**src/rtl/ioxr_pkg.sv**
```systemverilog
package ioxr_pkg;
  localparam int REG_W    = 32;
  localparam int ENTRY_W  = 64;
  localparam int SEL_W    = 8;
  localparam int ADDR_W   = 5;
  localparam logic [ADDR_W-1:0] OFS_SEL  = 5'h00;
  localparam logic [ADDR_W-1:0] OFS_DATA = 5'h10;
  localparam logic [SEL_W-1:0]  SEL_ID   = 8'h00;
  localparam logic [SEL_W-1:0]  SEL_VER  = 8'h01;
  localparam logic [SEL_W-1:0]  SEL_TBL  = 8'h10;
  localparam logic [7:0]        VER_CODE = 8'h11;

  // entry field positions
  localparam int F_VEC_LO  = 0;
  localparam int F_DLV_LO  = 8;
  localparam int F_DMODE   = 11;
  localparam int F_POL     = 13;
  localparam int F_TRIG    = 15;
  localparam int F_MASK    = 16;
  localparam int F_DEST_LO = 56;

  localparam logic [ENTRY_W-1:0] ENTRY_RST = 64'h0000_0000_0001_0000;

  typedef struct packed {
    logic [7:0] vector;
    logic [2:0] dlv_mode;
    logic       dest_mode;
    logic       polarity;
    logic       trig;
    logic [7:0] dest;
  } msg_t;

  function automatic msg_t entry_to_msg(input logic [ENTRY_W-1:0] e);
    msg_t m;
    m.vector    = e[F_VEC_LO +: 8];
    m.dlv_mode  = e[F_DLV_LO +: 3];
    m.dest_mode = e[F_DMODE];
    m.polarity  = e[F_POL];
    m.trig      = e[F_TRIG];
    m.dest      = e[F_DEST_LO +: 8];
    return m;
  endfunction
endpackage

```
**src/rtl/ioxr_regs.sv**
```systemverilog
module ioxr_regs
  import ioxr_pkg::*;
#(
  parameter int NPINS = 24
) (
  input  logic                           clk_i,
  input  logic                           rst_ni,
  input  logic [ADDR_W-1:0]              addr_i,
  input  logic                           we_i,
  input  logic [REG_W-1:0]               wdata_i,
  output logic [REG_W-1:0]               rdata_o,
  output logic [NPINS-1:0][ENTRY_W-1:0]  entry_o
);
  localparam logic [REG_W-1:0] VERSION = {8'h00, 8'(NPINS - 1), 8'h00, VER_CODE};

  logic [SEL_W-1:0] sel_q;
  logic [7:0]       id_q;
  logic [SEL_W-1:0] tbl_off;
  int               tbl_idx;
  logic             tbl_hi;
  logic             tbl_hit;
  logic             wr_sel, wr_data;

  assign wr_sel  = we_i && (addr_i == OFS_SEL);
  assign wr_data = we_i && (addr_i == OFS_DATA);
  assign tbl_off = sel_q - SEL_TBL;
  assign tbl_idx = int'(tbl_off[SEL_W-1:1]);
  assign tbl_hi  = tbl_off[0];
  assign tbl_hit = (sel_q >= SEL_TBL) && (tbl_idx < NPINS);

  always_ff @(posedge clk_i or negedge rst_ni) begin
    if (!rst_ni) begin
      sel_q <= '0;
      id_q  <= '0;
    end else begin
      if (wr_sel) sel_q <= wdata_i[SEL_W-1:0];
      if (wr_data && sel_q == SEL_ID) id_q <= wdata_i[31:24];
    end
  end

  for (genvar g = 0; g < NPINS; g++) begin : g_entry
    logic hit;
    assign hit = wr_data && tbl_hit && (tbl_idx == g);
    always_ff @(posedge clk_i or negedge rst_ni) begin
      if (!rst_ni) begin
        entry_o[g] <= ENTRY_RST;
      end else if (hit) begin
        if (tbl_hi) entry_o[g][63:32] <= wdata_i;
        else        entry_o[g][31:0]  <= wdata_i;
      end
    end
  end

  always_comb begin
    rdata_o = '0;
    if (addr_i == OFS_SEL) begin
      rdata_o = {{(REG_W-SEL_W){1'b0}}, sel_q};
    end else if (addr_i == OFS_DATA) begin
      if (sel_q == SEL_ID) begin
        rdata_o = {id_q, 24'h0};
      end else if (sel_q == SEL_VER) begin
        rdata_o = VERSION;
      end else if (tbl_hit) begin
        for (int i = 0; i < NPINS; i++) begin
          if (tbl_idx == i) rdata_o = tbl_hi ? entry_o[i][63:32] : entry_o[i][31:0];
        end
      end
    end
  end
endmodule

```
**src/rtl/ioxr_pending.sv**
```systemverilog
module ioxr_pending #(
  parameter int NPINS = 24
) (
  input  logic             clk_i,
  input  logic             rst_ni,
  input  logic [NPINS-1:0] irq_i,
  input  logic [NPINS-1:0] trig_i,
  input  logic [NPINS-1:0] clr_i,
  output logic [NPINS-1:0] pend_o
);
  for (genvar g = 0; g < NPINS; g++) begin : g_pin
    logic lvl_q, edge_q, rise;
    assign rise = irq_i[g] && !lvl_q;
    always_ff @(posedge clk_i or negedge rst_ni) begin
      if (!rst_ni) begin
        lvl_q  <= 1'b0;
        edge_q <= 1'b0;
      end else begin
        lvl_q <= irq_i[g];
        // a new edge in the accept cycle wins over the clear
        if (rise && !trig_i[g]) edge_q <= 1'b1;
        else if (clr_i[g])      edge_q <= 1'b0;
      end
    end
    assign pend_o[g] = trig_i[g] ? lvl_q : edge_q;
  end
endmodule

```
**src/rtl/ioxr_scan.sv**
```systemverilog
module ioxr_scan
  import ioxr_pkg::*;
#(
  parameter int NPINS = 24,
  parameter int PINW  = $clog2(NPINS)
) (
  input  logic                          clk_i,
  input  logic                          rst_ni,
  input  logic [NPINS-1:0]              cand_i,
  input  logic [NPINS-1:0][ENTRY_W-1:0] entry_i,
  input  logic                          ready_i,
  output logic                          valid_o,
  output logic [PINW-1:0]               pin_o,
  output msg_t                          msg_o,
  output logic [NPINS-1:0]              clr_o
);
  logic [PINW-1:0]    ptr_q;
  logic [NPINS-1:0]   upper;
  logic [NPINS-1:0]   cand_hi;
  logic [PINW-1:0]    pick;
  logic               any;
  logic [ENTRY_W-1:0] pick_entry;
  logic               take;

  function automatic logic [PINW-1:0] first_one(input logic [NPINS-1:0] v);
    logic [PINW-1:0] r;
    r = '0;
    for (int i = NPINS - 1; i >= 0; i--) if (v[i]) r = PINW'(i);
    return r;
  endfunction

  always_comb begin
    for (int i = 0; i < NPINS; i++) upper[i] = (PINW'(i) >= ptr_q);
  end

  assign cand_hi = cand_i & upper;
  assign any     = |cand_i;
  assign pick    = (|cand_hi) ? first_one(cand_hi) : first_one(cand_i);
  assign take    = valid_o && ready_i;

  always_comb begin
    pick_entry = '0;
    for (int i = 0; i < NPINS; i++) if (PINW'(i) == pick) pick_entry = entry_i[i];
  end

  always_ff @(posedge clk_i or negedge rst_ni) begin
    if (!rst_ni) begin
      valid_o <= 1'b0;
      pin_o   <= '0;
      msg_o   <= '0;
      ptr_q   <= '0;
    end else if (take) begin
      valid_o <= 1'b0;
      ptr_q   <= (pin_o == PINW'(NPINS - 1)) ? '0 : pin_o + 1'b1;
    end else if (!valid_o && any) begin
      valid_o <= 1'b1;
      pin_o   <= pick;
      msg_o   <= entry_to_msg(pick_entry);
    end
  end

  always_comb begin
    clr_o = '0;
    for (int i = 0; i < NPINS; i++) if (take && pin_o == PINW'(i)) clr_o[i] = 1'b1;
  end
endmodule

```
**src/rtl/ioxr_router.sv**
```systemverilog
module ioxr_router
  import ioxr_pkg::*;
#(
  parameter int NPINS = 24,
  parameter int PINW  = $clog2(NPINS)
) (
  input  logic              clk_i,
  input  logic              rst_ni,
  input  logic [4:0]        reg_addr_i,
  input  logic              reg_we_i,
  input  logic [31:0]       reg_wdata_i,
  output logic [31:0]       reg_rdata_o,
  input  logic [NPINS-1:0]  irq_i,
  output logic              msg_valid_o,
  input  logic              msg_ready_i,
  output logic [PINW-1:0]   msg_pin_o,
  output logic [7:0]        msg_vector_o,
  output logic [2:0]        msg_dlv_mode_o,
  output logic              msg_dest_mode_o,
  output logic              msg_polarity_o,
  output logic              msg_trig_o,
  output logic [7:0]        msg_dest_o
);
  logic [NPINS-1:0][ENTRY_W-1:0] entry_w;
  logic [NPINS-1:0] mask_w, trig_w, pend_w, clr_w;
  msg_t msg_w;

  for (genvar g = 0; g < NPINS; g++) begin : g_fld
    assign mask_w[g] = entry_w[g][F_MASK];
    assign trig_w[g] = entry_w[g][F_TRIG];
  end

  ioxr_regs #(.NPINS(NPINS)) i_regs (
    .clk_i   (clk_i),
    .rst_ni  (rst_ni),
    .addr_i  (reg_addr_i),
    .we_i    (reg_we_i),
    .wdata_i (reg_wdata_i),
    .rdata_o (reg_rdata_o),
    .entry_o (entry_w)
  );

  ioxr_pending #(.NPINS(NPINS)) i_pending (
    .clk_i  (clk_i),
    .rst_ni (rst_ni),
    .irq_i  (irq_i),
    .trig_i (trig_w),
    .clr_i  (clr_w),
    .pend_o (pend_w)
  );

  ioxr_scan #(.NPINS(NPINS), .PINW(PINW)) i_scan (
    .clk_i   (clk_i),
    .rst_ni  (rst_ni),
    .cand_i  (pend_w & ~mask_w),
    .entry_i (entry_w),
    .ready_i (msg_ready_i),
    .valid_o (msg_valid_o),
    .pin_o   (msg_pin_o),
    .msg_o   (msg_w),
    .clr_o   (clr_w)
  );

  assign msg_vector_o    = msg_w.vector;
  assign msg_dlv_mode_o  = msg_w.dlv_mode;
  assign msg_dest_mode_o = msg_w.dest_mode;
  assign msg_polarity_o  = msg_w.polarity;
  assign msg_trig_o      = msg_w.trig;
  assign msg_dest_o      = msg_w.dest;
endmodule

```
**config.mk**
```make
export PLATFORM = sky130hd
export DESIGN_NAME = ioxr_router
export DESIGN_NICKNAME = d
export VERILOG_FILES = /design/src/rtl/ioxr_pkg.sv /design/src/rtl/ioxr_regs.sv /design/src/rtl/ioxr_pending.sv /design/src/rtl/ioxr_scan.sv /design/src/rtl/ioxr_router.sv
export SDC_FILE = /design/constraint.sdc
export NUM_CORES = 2
export LEC_CHECK = 0
export BUFFER_PORTS_ARGS = -buffer_cell sky130_fd_sc_hd__buf_2
export CAP_MARGIN = 5
export CORE_MARGIN = 5
export CORE_UTILIZATION = 55
export DETAILED_ROUTE_END_ITERATION = 7
export MAX_ROUTING_LAYER = met4
export PLACE_DENSITY_LB_ADDON = 0.05
export SETUP_SLACK_MARGIN = 0.1
export SLEW_MARGIN = 20
export SYNTH_ARGS = -nofsm -noshare
export SYNTH_HDL_FRONTEND = slang
export SYNTH_SLANG_ARGS = --single-unit
```
**constraint.sdc**
```tcl
create_clock -name clk_i -period 5.1 [get_ports clk_i]
set_clock_uncertainty 0.2 [all_clocks]
set_input_delay 0.765 -clock clk_i [delete_from_list [all_inputs] [get_ports clk_i]]
set_output_delay 0.765 -clock clk_i [all_outputs]
set_load 0.02 [all_outputs]
```
-- Word level (Yosys, flattened, before mapping)
Cells that the tools add are included.
- flip-flop bits (word level): 1633
- input bits: 65
- output and inout bits: 60
- add/subtract/negate cells: 2
- $lt $le $gt $ge: 26
- eq/ne operators: 71
- multiplexer cells: 225
- bitwise gates (word level): 5
- reductions and logical operators: 233
- operators by type and width (operator ; number):
    2-to-1 mux 32 bit ; 53
    2-to-1 mux 64 bit ; 24
    2-to-1 mux 5 bit ; 50
    logical AND 1 bit ; 103
    2-to-1 mux 1 bit ; 98
    AND reduction 2 bit ; 49
    equality test 7 x 5 -> 1 bit, second input constant ; 8
    equality test 7 x 6 -> 1 bit, second input constant ; 8
    nonzero test 2 bit ; 25
    zero test 1 bit ; 49
    AND 24 bit ; 2
    OR reduction 24 bit ; 2
    equality test 5 bit, second input constant ; 9
    equality test 4 x 5 -> 1 bit, first input constant ; 8
    equality test 5 x 4 -> 1 bit, second input constant ; 8
    equality test 5 bit, first input constant ; 8
    greater-or-equal comparator 4 x 5 -> 1 bit, first input constant ; 8
    greater-or-equal comparator 5 bit, first input constant ; 8
    zero test 32 bit ; 1
    equality test 7 x 4 -> 1 bit, second input constant ; 4
    NOT 24 bit ; 1
    equality test 3 x 5 -> 1 bit, first input constant ; 4
    equality test 5 x 3 -> 1 bit, second input constant ; 4
    greater-or-equal comparator 3 x 5 -> 1 bit, first input constant ; 4
    other kinds (16) ; 24

-- Longest topological paths before layout
- depth in word-level cells: 53
- depth in mapped cells: 18

-- Cells and area by module
A second synthesis with hierarchy kept.
- cell total of the unflattened synthesis: 6996
- area, all modules: 83970.5 um2
- modules (own cells, without submodules) (module ; times used ; cells each ; area each (um2) ; seq. area each (um2)):
    ioxr_regs ; 1 ; 5640 ; 74057.3 ; 38867.3
    ioxr_scan ; 1 ; 1164 ; 7601.0 ; 825.8
    ioxr_pending ; 1 ; 168 ; 1981.9 ; 1201.2
    ioxr_router ; 1 ; 24 ; 330.3 ; 0.0

-- Worst setup path before layout
No wires, ideal clock.
- kind: register to output
- start point: register i_regs.sel_q[0]
- end point: output reg_rdata_o[14]
- data arrival time: 3414 ps
- slack: 721 ps
- cell stages (with the launch flop): 12
- cell sequence: dfrtp_1 > buf_2 > clkbuf_1 > buf_1 > clkbuf_1 > buf_1 > buf_2 > buf_2 > mux2i_1 > a21oi_1 > nor4_1 > a211oi_1
- word-level cells in the longest chain between the ends: 31
- elaborated cells on any way between the ends: 83
- those cells by class: add/sub: 1; order compare: 2; eq/ne: 24; mux: 53; reduce/logical: 3
- RTL lines (element ; RTL line ; RTL):
    start: declaration ; ioxr_regs.sv:16 ; logic [SEL_W-1:0] sel_q;
    start signal: assignment ; ioxr_regs.sv:36 ; if (wr_sel) sel_q <= wdata_i[SEL_W-1:0];
    subtractor 8 x 5 -> 8 bit ; ioxr_regs.sv:26 ; assign tbl_off = sel_q - SEL_TBL;
    zero test 32 bit or 2-to-1 mux 32 bit (tied branches) ; ioxr_regs.sv:65 ; if (tbl_idx == i) rdata_o = tbl_hi ? entry_o[i][63:32] : entry_o[i][31:0];
    2-to-1 mux 32 bit (24 in a row) ; ioxr_regs.sv:65 ;
    2-to-1 mux 32 bit ; ioxr_regs.sv:63 ; end else if (tbl_hit) begin
    2-to-1 mux 32 bit ; ioxr_regs.sv:61 ; end else if (sel_q == SEL_VER) begin
    2-to-1 mux 32 bit (*) ; ioxr_regs.sv:59 ; if (sel_q == SEL_ID) begin
    2-to-1 mux 32 bit (*) ; ioxr_regs.sv:58 ; end else if (addr_i == OFS_DATA) begin
    2-to-1 mux 32 bit (*) ; ioxr_regs.sv:56 ; if (addr_i == OFS_SEL) begin
    end: declaration ; ioxr_router.sv:12 ; output logic [31:0] reg_rdata_o,
Every way passes the cells marked *; elsewhere a longest branch is shown, timed or not.

-- Worst setup path after layout
- start point: register i_regs.sel_q[4]
- end point: output reg_rdata_o[13]
- word-level cells in the longest chain between the ends: 31
- elaborated cells on any way between the ends: 59
- those cells by class: add/sub: 1; order compare: 2; eq/ne: 24; mux: 29; reduce/logical: 3
- RTL lines (element ; RTL line):
    subtractor 8 x 5 -> 8 bit ; ioxr_regs.sv:26
    zero test 32 bit ; ioxr_regs.sv:65
    2-to-1 mux 32 bit (24 in a row) ; ioxr_regs.sv:65
    2-to-1 mux 32 bit ; ioxr_regs.sv:63
    2-to-1 mux 32 bit ; ioxr_regs.sv:61
    2-to-1 mux 32 bit (*) ; ioxr_regs.sv:59
    2-to-1 mux 32 bit (*) ; ioxr_regs.sv:58
    2-to-1 mux 32 bit (*) ; ioxr_regs.sv:56
Marks and branches as above.

==> flow_results.org <==
** Yosys
- Number of distinct library cell variants in the gate-level netlist after synthesis :: 95
- The cell count after synthesis came out at roughly 6600.
- Flops & latches, synth :: 1633
- The biggest area contributor in the post-synthesis netlist is sky130_fd_sc_hd__dfrtp_1.
- Most frequent cells after synthesis :: sky130_fd_sc_hd__dfrtp_1 (1609), sky130_fd_sc_hd__mux2_2 (1604), sky130_fd_sc_hd__mux2i_1 (749)
- The share of synthesized area in the top cell type comes to between 40% and 50%.
- Post-Syn Area per Cell :: ~12 sq um
- Yosys printed 0 warnings.
- In the post-synthesis netlist, the biggest area contributors are sky130_fd_sc_hd__dfrtp_1 (50%), sky130_fd_sc_hd__mux2_2 (22%), sky130_fd_sc_hd__mux2i_1 (9.3%).
- When the netlist entered floorplanning its net count stood at roughly 6600.
- Sequential elements use roughly 51% of the synthesized area.
- Counting flops with a built-in enable in the synthesized netlist gives 0.
- Cell with the most instances after synthesis :: sky130_fd_sc_hd__dfrtp_1
- For this run, the leading register cell type out of synthesis is sky130_fd_sc_hd__dfrtp_1.
- Async S/R FF share, synth :: 100%
- Mapped Area :: ~81000 sq um

** Hold path
- The startpoint identified for the worst hold timing path is i_pending.g_pin[23].edge_q.
- Worst min path class :: reg2reg
- Min-Delay Path Depth :: 2
- For hold timing, the worst endpoint is i_pending.g_pin[23].edge_q.

** Clocking
- At the later pin of the worst-skew pair, clock insertion delay measures around 0.82 ns.
- Total CTS buffers :: around 180
- Clock Tree Buf Depth :: 3
- CTS HTree Levels :: 4
- Clk root buf :: sky130_fd_sc_hd__clkbuf_16
- For this design, the sink count on the clock tree is about 1600.
- Clock-pin slew of the registers on the worst-case setup and hold paths :: 0.06 ns
- TritonCTS built the clock tree.

** Global routing
- Via count of the first global-routing pass :: 58900
- Pin count of the biggest net entering global routing :: between 100 and 150
- Number of antenna violations at the first check in global routing :: 7
- Global-route wire length before repair :: 420 mm
- Global routing consumed, over all layers together, 38.1% of the routing resources.
- Remaining Overflow, GRT :: 0

** Worst setup path
- In this run the critical register-to-register path is launched from i_regs.entry_o[1231].
- STA classifies the critical path endpoint as an output pin.
- STA classifies the critical path startpoint as a register.
- Reg2reg setup slack :: about 0.17 ns
- Worst Path Class, Setup :: reg2out
- Data on the critical path is required at its endpoint by 4.14 ns.
- STA puts the critical path data arrival time at between 4 and 5 ns.
- Number of cells on the worst reg-to-reg path :: 14
- The worst register-to-register path ends at i_scan.msg_o[6].
- Of all nets on the critical path, the largest fanout is 10.
- In this run the worst setup path begins at i_regs.sel_q[4].

** Flow run
- Max-capacitance violation count :: 0

** STA
- For this run, the top clock speed supported by timing is between 150 and 200 MHz.
- Unrepaired setup endpoints after global routing :: true
- Across all setup checks in the final design, the least slack found is -0.0874 ns.
- Across all hold checks on the routed design, the worst slack comes to between 0.3 and 0.4 ns.
- Count of final max-slew check failures :: 0
- The count of endpoints failing hold in the final timing report is 0.
- The worst path uses 102% of the clock period.
- Time the worst path needs with I/O delays and setup :: about 5.2 ns
- After routing, the total negative slack on setup checks comes to -0.245 ns.
- Measured against its own limit, the worst slew margin works out to a little over a tenth.
- Worst slew pin tran :: roughly 1.3 ns
- Setup violations remaining at the end of the flow were counted as 6.

** Finish
- Area of combinational cells with multiple inputs :: 39900 sq um
- Relative to the synthesized area, the layout overhead comes to 19.5%.
- Of the cells placed in the final design, the portion with a size suffix greater than 1 is 43.4%.
- In the final layout, flip-flops and latches occupy just over 40000 sq um.
- For this run, the post-layout net count is roughly 6900.
- Non-filler cells, final :: between 8000 and 9000
- Fill cells in the final layout number ~11000.

** Drt
- For this block, the via count after detailed routing is between 50000 and 60000.
- WL per Instance :: between 30 and 40 microns
- For this block, the initial DRC count from the detailed router was 5851.
- For this block, the routed nets add up to 291 mm of wire.
- The count of nets left with antenna violations once routing finished came out at 0.
- For this run, design rule violations remaining after detail routing come to 0.
- Number of vias per cell :: between 6 and 7
- Before antenna repair, the detailed router went through 7 iterations.

** Pwr
- VDD IR-drop max :: slightly below 0.6 mV
- Areal power density over the cells :: 389 nW/um^2
- For this design the static power due to leakage is between 0.04 and 0.05 uW.

** Placement
- Timing analysis after detailed placement gives a worst setup slack of -0.215 ns.
- Cell count after placement :: between 8000 and 9000
- Routability-driven placement finished with a final weighted congestion of around 0.95.
- IO Port Bufs :: roughly 120
- After legalization and detailed placement, the total HPWL measured just under 200 mm.

** Die
- Area of the die :: roughly 150000 sq um
- The floorplan step defined a core boundary enclosing between 100000 and 150000 sq um.
- FP Rows :: 140
- Die Wd :: slightly below 400 microns
- In this run the count of I/O pins placed on the die edge is 125.
- The initial utilization of the core area, before any placement, comes to between 50% and 60%.
- In this run the vertical extent of the chip is about 400 microns.

** Run status
- Run status :: complete, but fails checks
- Violated checks :: setup timing
[per-layer routing]
metal  GRT usage [%]  routed length (microns)
met1            53.5                   125000
met2            56.1                   129000
met3            7.55                    24900
met4            12.3                    11300
met5               -                        0
[power by group]
part	switching [uW]	internal, uW	total (uW)
Sequential	182	13100	13300
Clock	5520	7660	13200
Combinational	7490	3510	11000
[metrics by stage]
stage / power, uW / area [sq um] / utilization, %
finish: 37500 / 96400 / 66.1
global route: 38300 / 96400 / 66.1
CTS: 36900 / 94100 / 64.5
detailed placement: 23500 / 86200 / 59.2
global placement: 23400 / 86200 / 59.2
floorplan: 18400 / 80600 / -
[worst max-delay path by stage]
stage | end | slack, ns | cells past startpoint
5_1_grt | reg_rdata_o[29] | -0.16 | 19
3_3_place_gp | reg_rdata_o[30] | -0.15 | 15
6_report | reg_rdata_o[13] | -0.09 | 16
3_5_place_dp | reg_rdata_o[30] | -0.22 | 15
2_1_floorplan | reg_rdata_o[14] | 0.72 | 11
4_1_cts | reg_rdata_o[30] | -0.12 | 17
[cells by family (layout without fill, tap and decap cells)]
family	after synthesis	count (layout)	share of synthesized area, %
xor gates and xnor gates	5	5	0.0543
DFF	1633	1633	50.7
muxes	2367	2367	32.0
other	0	5	0
and+or+nand+nor	883	883	5.04
buffers and inverters	619	1078	3.10
AOI/OAI and AO/OA	1048	1048	8.95
adders and majority gates	7	7	0.109
[layout make-up]
cell class | instances | share of cell area [%]
multi-input combinational | 4310 | 41.4
inverter | 14 | 0.0545
tap | 1917 | 2.49
timing repair buffer | 738 | 7.43
clock inverter | 53 | 0.662
clock buffer | 273 | 5.55
sequential | 1633 | 42.4
antenna | 5 | 0.0130
[critical path, cell delays in order, from the launching register on]
cell,delay (ns)
sky130_fd_sc_hd__dfrtp_1,0.36
sky130_fd_sc_hd__inv_2,0.07
sky130_fd_sc_hd__ha_4,0.19
sky130_fd_sc_hd__xnor2_4,0.27
sky130_fd_sc_hd__nand3_4,0.12
sky130_fd_sc_hd__buf_8,0.15
sky130_fd_sc_hd__or3_4,0.37
sky130_fd_sc_hd__buf_6,0.15
sky130_fd_sc_hd__buf_12,0.14
sky130_fd_sc_hd__o22a_1,0.23
sky130_fd_sc_hd__o211ai_1,0.24
sky130_fd_sc_hd__nor3_2,0.12
sky130_fd_sc_hd__a21oi_2,0.24
sky130_fd_sc_hd__nor4_1,0.09
sky130_fd_sc_hd__buf_4,0.16
sky130_fd_sc_hd__a211oi_2,0.27
sky130_fd_sc_hd__buf_4,0.20
[cells in the final DEF (no fill, tap or decap), types with 30 or more instances in the layout]
| master | instances |
|---|---|
| sky130_fd_sc_hd__a211oi_1 | 30 |
| sky130_fd_sc_hd__a21oi_1 | 128 |
| sky130_fd_sc_hd__a21oi_2 | 32 |
| sky130_fd_sc_hd__a22o_1 | 34 |
| sky130_fd_sc_hd__buf_12 | 93 |
| sky130_fd_sc_hd__buf_2 | 96 |
| sky130_fd_sc_hd__buf_4 | 458 |
| sky130_fd_sc_hd__buf_6 | 36 |
| sky130_fd_sc_hd__clkbuf_1 | 41 |
| sky130_fd_sc_hd__clkbuf_16 | 186 |
| sky130_fd_sc_hd__clkbuf_8 | 54 |
| sky130_fd_sc_hd__dfrtp_1 | 1603 |
| sky130_fd_sc_hd__mux2_2 | 1604 |
| sky130_fd_sc_hd__mux2i_1 | 743 |
| sky130_fd_sc_hd__nand2_1 | 255 |
| sky130_fd_sc_hd__nand3_1 | 54 |
| sky130_fd_sc_hd__nor2_1 | 222 |
| sky130_fd_sc_hd__nor3_1 | 37 |
| sky130_fd_sc_hd__nor3_2 | 44 |
| sky130_fd_sc_hd__o21ai_0 | 124 |
| sky130_fd_sc_hd__o21ai_1 | 36 |
| sky130_fd_sc_hd__o221ai_1 | 50 |
| sky130_fd_sc_hd__o22ai_1 | 205 |
[registers in the layout, indices dropped and copies added (netlist names)]
name                    flops
i_regs.entry_o           1536
i_pending.g_pin.edge_q     24
i_pending.g_pin.lvl_q      24
i_scan.msg_o               22
i_regs.id_q                 8
i_regs.sel_q                8
i_scan.pin_o                5
i_scan.ptr_q                5
i_scan.valid_o              1
[timing repair]
| action | 4_1_cts | 5_1_grt |
|---|---|---|
| gates resized for setup | 250 | 277 |
| endpoints found under the setup margin | 35 | 48 |
| cloned | 5 | 8 |
| hold endpoints to repair | 135 | 0 |
| setup buffers | 25 | 72 |
| pin swaps | 36 | 124 |
| hold buffers | 26 | 0 |
(Power assumes the default switching activity.)
